## src/rtl/idle_coord_pkg.sv

```systemverilog
package idle_coord_pkg;
  localparam int LVL_W = 3;
  typedef logic [LVL_W-1:0] lvl_t;

  localparam lvl_t LVL_C0 = 3'd0;
  localparam lvl_t LVL_C1 = 3'd1;
  localparam lvl_t LVL_C3 = 3'd3;
  localparam lvl_t LVL_C6 = 3'd6;
  localparam lvl_t LVL_C7 = 3'd7;

  typedef enum logic [1:0] {
    PKG_ACTIVE = 2'd0,
    PKG_FLUSH  = 2'd1,
    PKG_DEEP   = 2'd2
  } pkg_state_e;

  // strobes from package control to the resolve datapath
  typedef struct packed {
    logic deepNext;
    logic flushNext;
  } pkg_strobe_t;
endpackage

```

## src/rtl/idle_resolve_dp.sv

```systemverilog
module idle_resolve_dp
  import idle_coord_pkg::*;
#(
  parameter int NUM_CORES     = 2,
  parameter int THREADS       = 2,
  parameter int WINDOW_LEN    = 64,
  parameter int DEMOTE_THRESH = 3
) (
  input  logic                                 clk,
  input  logic                                 rstN,
  input  logic [NUM_CORES*THREADS*LVL_W-1:0]   threadReq,
  input  logic [NUM_CORES-1:0]                 wake,
  input  logic                                 c1eEn,
  input  logic                                 demoteEn,
  input  pkg_strobe_t                          strobe,
  output lvl_t                                 pkgMin,
  output logic [NUM_CORES*LVL_W-1:0]           coreLevel,
  output logic [NUM_CORES-1:0]                 coreC1e,
  output lvl_t                                 pkgLevel,
  output logic                                 pkgC1e
);
  localparam int WIN_W = (WINDOW_LEN > 2) ? $clog2(WINDOW_LEN) : 1;
  localparam int CNT_W = $clog2(DEMOTE_THRESH + NUM_CORES + 2) + 1;
  localparam int ENT_W = $clog2(NUM_CORES + 1);
  localparam logic [WIN_W-1:0] WIN_LAST = WIN_W'(WINDOW_LEN - 1);
  localparam logic [CNT_W-1:0] THRESH   = CNT_W'(DEMOTE_THRESH);

  lvl_t coreQ [NUM_CORES];
  lvl_t coreD [NUM_CORES];

  logic             demoteQ;
  logic [WIN_W-1:0] winQ;
  logic [CNT_W-1:0] entQ;
  logic             demoteOn;

  assign demoteOn = demoteQ & demoteEn;

  // per-core minimum over threads, with demotion and wake override
  for (genvar gc = 0; gc < NUM_CORES; gc++) begin : g_core
    always_comb begin
      lvl_t m;
      lvl_t r;
      m = LVL_C7;
      for (int t = 0; t < THREADS; t++) begin
        r = threadReq[(gc*THREADS+t)*LVL_W +: LVL_W];
        if (demoteOn && r >= LVL_C6) r = LVL_C3;
        if (r < m) m = r;
      end
      if (wake[gc]) m = LVL_C0;
      coreD[gc] = m;
    end
    assign coreLevel[gc*LVL_W +: LVL_W] = coreQ[gc];
  end

  logic             allGe1;
  logic [ENT_W-1:0] entries;

  always_comb begin
    pkgMin  = LVL_C7;
    allGe1  = 1'b1;
    entries = '0;
    for (int c = 0; c < NUM_CORES; c++) begin
      if (coreD[c] < pkgMin) pkgMin = coreD[c];
      if (coreD[c] == LVL_C0) allGe1 = 1'b0;
      if (coreQ[c] < LVL_C6 && coreD[c] >= LVL_C6) entries = entries + ENT_W'(1);
    end
  end

  logic [CNT_W-1:0] entSum;
  assign entSum = entQ + CNT_W'(entries);

  // demotion window: count deep entries, saturate just above the threshold
  always_ff @(posedge clk) begin
    if (!rstN) begin
      winQ    <= '0;
      entQ    <= '0;
      demoteQ <= 1'b0;
    end else if (winQ == WIN_LAST) begin
      winQ    <= '0;
      entQ    <= '0;
      demoteQ <= 1'b0;
    end else begin
      winQ    <= winQ + WIN_W'(1);
      entQ    <= (entSum > THRESH) ? THRESH + CNT_W'(1) : entSum;
      if (demoteEn && entSum > THRESH) demoteQ <= 1'b1;
    end
  end

  // registered results
  always_ff @(posedge clk) begin
    if (!rstN) begin
      for (int c = 0; c < NUM_CORES; c++) coreQ[c] <= LVL_C0;
      coreC1e  <= '0;
      pkgLevel <= LVL_C0;
      pkgC1e   <= 1'b0;
    end else begin
      for (int c = 0; c < NUM_CORES; c++) begin
        coreQ[c]   <= coreD[c];
        coreC1e[c] <= c1eEn && allGe1 && (coreD[c] == LVL_C1);
      end
      pkgLevel <= strobe.deepNext  ? LVL_C7 :
                  strobe.flushNext ? LVL_C6 : pkgMin;
      pkgC1e   <= c1eEn && (pkgMin == LVL_C1);
    end
  end
endmodule

```

## src/rtl/idle_pkg_ctrl.sv

```systemverilog
module idle_pkg_ctrl
  import idle_coord_pkg::*;
(
  input  logic        clk,
  input  logic        rstN,
  input  lvl_t        pkgMin,
  input  logic        flushDone,
  output pkg_strobe_t strobe,
  output logic        flushReq
);
  pkg_state_e stateQ, stateD;

  always_comb begin
    stateD = stateQ;
    case (stateQ)
      PKG_ACTIVE: if (pkgMin == LVL_C7) stateD = PKG_FLUSH;
      PKG_FLUSH: begin
        if (pkgMin != LVL_C7)  stateD = PKG_ACTIVE;
        else if (flushDone)    stateD = PKG_DEEP;
      end
      PKG_DEEP:   if (pkgMin != LVL_C7) stateD = PKG_ACTIVE;
      default:    stateD = PKG_ACTIVE;
    endcase
  end

  assign strobe.deepNext  = (stateD == PKG_DEEP);
  assign strobe.flushNext = (stateD == PKG_FLUSH);
  assign flushReq         = (stateQ == PKG_FLUSH);

  always_ff @(posedge clk) begin
    if (!rstN) stateQ <= PKG_ACTIVE;
    else       stateQ <= stateD;
  end
endmodule

```

## src/rtl/idle_coord.sv

```systemverilog
module idle_coord
  import idle_coord_pkg::*;
#(
  parameter int NUM_CORES     = 2,
  parameter int THREADS       = 2,
  parameter int WINDOW_LEN    = 64,
  parameter int DEMOTE_THRESH = 3
) (
  input  logic                               clk,
  input  logic                               rstN,
  input  logic [NUM_CORES*THREADS*3-1:0]     threadReq,
  input  logic [NUM_CORES-1:0]               wake,
  input  logic                               c1eEn,
  input  logic                               demoteEn,
  input  logic                               flushDone,
  output logic [NUM_CORES*3-1:0]             coreLevel,
  output logic [NUM_CORES-1:0]               coreC1e,
  output logic [2:0]                         pkgLevel,
  output logic                               pkgC1e,
  output logic                               flushReq
);
  pkg_strobe_t strobe;
  lvl_t        pkgMin;

  idle_resolve_dp #(
    .NUM_CORES(NUM_CORES), .THREADS(THREADS),
    .WINDOW_LEN(WINDOW_LEN), .DEMOTE_THRESH(DEMOTE_THRESH)
  ) u_dp (
    .clk(clk), .rstN(rstN), .threadReq(threadReq), .wake(wake),
    .c1eEn(c1eEn), .demoteEn(demoteEn), .strobe(strobe), .pkgMin(pkgMin),
    .coreLevel(coreLevel), .coreC1e(coreC1e), .pkgLevel(pkgLevel), .pkgC1e(pkgC1e)
  );

  idle_pkg_ctrl u_ctrl (
    .clk(clk), .rstN(rstN), .pkgMin(pkgMin), .flushDone(flushDone),
    .strobe(strobe), .flushReq(flushReq)
  );
endmodule

```

## config.mk

```make
export PLATFORM = sky130hd
export DESIGN_NAME = idle_coord
export DESIGN_NICKNAME = d
export VERILOG_FILES = /design/src/rtl/idle_coord_pkg.sv /design/src/rtl/idle_resolve_dp.sv /design/src/rtl/idle_pkg_ctrl.sv /design/src/rtl/idle_coord.sv
export SDC_FILE = /design/constraint.sdc
export NUM_CORES = 1
export LEC_CHECK = 0
export BUFFER_PORTS_ARGS = -buffer_cell sky130_fd_sc_hd__buf_2
export CAP_MARGIN = 40
export CORE_MARGIN = 5
export CORE_UTILIZATION = 50
export CTS_BUF_LIST = sky130_fd_sc_hd__clkbuf_8
export CTS_CLUSTER_SIZE = 40
export DETAILED_ROUTE_END_ITERATION = 12
export HOLD_SLACK_MARGIN = 0.03
export PLACE_DENSITY_LB_ADDON = 0.25
export SYNTH_ARGS = -nofsm -noshare
export SYNTH_HDL_FRONTEND = slang
export SYNTH_SLANG_ARGS = --single-unit
```

## constraint.sdc

```tcl
create_clock -name clk -period 8.6 [get_ports clk]
set_input_delay 0.43 -clock clk [delete_from_list [all_inputs] [get_ports clk]]
set_output_delay 0.43 -clock clk [all_outputs]
set_load 0.02 [all_outputs]
```

==> out/qor.yml <==
dp_hpwl_mm: 2.37
hold_buffers: 0
drive_gt1_share_pct: 30.6
finalCritPeriodShare_pct: 42.5
maxSlewHeadroom_pct: 62.1
crit_path_max_incr_delay_ps: 420
maxCapViolations: 0
postCtsSetupBuffers: 0
final_nets: 220
place_inst: 213
area_growth_syn_to_layout_pct: 16.1
synth_fp_nets: 187
boundaryPins: 32
grt_max_degree: 16
die_y_um: 63.6
start_util_pct: 52.2
worstPathRequired_ps: 8790
cts.path.max_buffers: 2
clk_pin_slew_ps: 90
hp-class: "flop to flop"
drt.antenna.violating_nets: 0
yosysSeqAreaShare_pct: 34.8
powerDensity_nw_per_um2: 150
cts_resized: 0
core_um2: 2760
yosysWarnings: 0
ir_drop_mv: 0.0997
setup_viol: 0
synth_cells: 154
p_leak_nw: 0.766
max_freq_mhz: 274
fill_cells: 241
dpl_cell_area_um2: 1620
syn_area_um2: 1440
cp.arrival_ps: 3840
antenna_cells: 0
fin_area_um2: 1670
drc: 0
synth_flop_cell: "dfxtp_1"
cts_root_buffer: "clkbuf_8"
synth_seq_cells: 25
rsz0062_at_grt: "no"
dr_total_vias: 1173
fin_skew_ps: 7.67
hold_violations: 0
place.gp.congestion: 0.898
criticalPathCategory: "flop to flop"
startpoint_type: "flop"
cts_tree: "done"
report.final.slew_viol_count: 0
cts_made_buffers: 3
cts.htree.levels: 1
regArea_um2: 500
crit_path_cell_trace: "and2_4 -> nand2_1 -> and2_1 -> ha_1 -> or2b_2 -> o21ai_2 -> mux2i_2 -> inv_1 -> ha_1 -> and2b_2 -> a41oi_1 -> a21boi_2 -> mux2_4 -> a41oi_1"
crit_path_end_kind: "flop"
outcome: "completed"
antenna_found_initial: 0
track_usage_pct: 15.1
multi_input_area_um2: 875
dieArea_um2: 4050
port_buffers: 31
async_reset_ff_share_pct: 0
grt_overflow_total: 0
die_w_um: 63.6
fin_cells: 217
tns_ps: 0
avgSynthCellArea_um2: 9.34
synth_cell_types: 50
initialDrtViolationCount: 43
min_period_ps: 3650
cts.sinks: 25
firstDrtPassIters: 4
worst_slew_pin_slew_ps: 565
routedWlPerCell_um: 13.4
row_count: 19
grt_pass1_vias: 1265
grt_pass1_wl_mm: 5.15
wl_mm: 2.91
synth_edf_count: 0
clock_latency_ps: 260
path_max_fanout: 6
vias_per_cell: 5.41
slowest_stage: "dfxtp_1"
-- routing by layer --
| metal | track usage, % | routed length [um] |
|---|---|---|
| met2 | 26.1 | 1420 |
| met5 | 0 | 0 |
| met1 | 18.4 | 1340 |
| met3 | 2.49 | 111 |
| met4 | 5.71 | 29 |
-- cells by family (layout without fill, tap and decap cells) --
logic type                 after synthesis  after routing  synth area share [%]
DFF                                     25             25                  34.8
buffers and inverters                   17             49                  4.43
AOI/OAI and AO/OA                       26             26                  15.3
adders and majority gates               14             14                  12.7
muxes                                    4              4                  3.48
other                                    1              1                 0.261
xor gates and xnor gates                 5              5                  3.04
and+or+nand+nor                         62             62                  26.0
-- report_power, final --
group	switching [mW]	internal, mW	total, mW
combinational	0.0317	0.0266	0.0583
sequential	0.00267	0.121	0.124
clock	0.0357	0.0327	0.0685
total	0.0701	0.180	0.250
-- worst max-delay path: cells and delay by family, from the launching register on --
family,cells,cell delay [ps]
fa+ha+maj,2,560
simple gates,5,970
mux,2,660
buf+inv,1,140
compound gates,4,820
flops,1,420
-- cell usage after synthesis, drive strengths merged (3+ instances only) --
| master | count | area share, % |
|---|---|---|
| xnor2 | 3 | 1.8 |
| nand2 | 11 | 2.9 |
| nand3 | 4 | 1.4 |
| a21boi | 3 | 1.8 |
| nor3b | 3 | 1.6 |
| nor2 | 11 | 2.9 |
| ha | 13 | 11 |
| a41oi | 4 | 3.0 |
| dfxtp | 25 | 35 |
| clkbuf | 3 | 0.78 |
| o21ai | 4 | 1.7 |
| inv | 14 | 3.7 |
| nor2b | 5 | 2.7 |
| a21oi | 3 | 1.0 |
| and2 | 13 | 6.0 |
| or2b | 3 | 1.8 |
-- path summary, 6_finish.rpt --
kind                startpoint               end  slack (ps)  depth (start not counted)
setup reg to reg  u_dp.demoteQ  u_dp.pkgLevel[0]        4950                         14
hold / removal    u_dp.winQ[0]      u_dp.winQ[0]         460                          1
setup / recovery  u_dp.demoteQ  u_dp.pkgLevel[0]        4950                         14
hold reg to reg   u_dp.winQ[0]      u_dp.winQ[0]         460                          1
-- metrics by stage --
stage                     setup WS [ps]  utilization [%]  power, mW  hold slack (ps)
final                              4950             60.6      0.250              462
after global routing               4700             60.6      0.264              479
after CTS                          4920             60.6      0.253              460
after detailed placement           4730             58.8      0.184              438
after global placement             4870             58.8      0.182              428
after floorplan                    5180                -      0.168              418
-- cell type report --
type,count,area share (%)
Timing Repair Buffer,31,9.29
Inverter,14,3.15
Clock inverter,1,0.449
Clock buffer,3,2.47
Tap cell,31,2.32
Sequential cell,25,30.0
Multi-Input combinational cell,112,52.4
-- flip-flops by register name (all words and copies together) (netlist names) --
signal / count
u_dp.winQ: 6
u_dp.coreC1e: 2
u_dp.pkgLevel: 3
u_dp.entQ: 4
u_ctrl.stateQ: 2
u_dp.demoteQ: 1
u_dp.pkgC1e: 1
u_dp.coreQ: 6
-- cells in the final DEF (no fill, tap or decap), drive strengths merged, types with 3 or more instances in the layout --
| cell | Yosys | layout |
|---|---|---|
| nor2b | 5 | 5 |
| clkbuf | 3 | 3 |
| nor2 | 11 | 11 |
| or2b | 3 | 3 |
| dfxtp | 25 | 25 |
| nand2 | 11 | 11 |
| buf | 0 | 31 |
| nor3b | 3 | 3 |
| a21boi | 3 | 3 |
| a21oi | 3 | 3 |
| inv | 14 | 14 |
| xnor2 | 3 | 3 |
| nand3 | 4 | 4 |
| o21ai | 4 | 4 |
| and2 | 13 | 13 |
| ha | 13 | 13 |
| a41oi | 4 | 4 |
(Power assumes the default switching activity.)
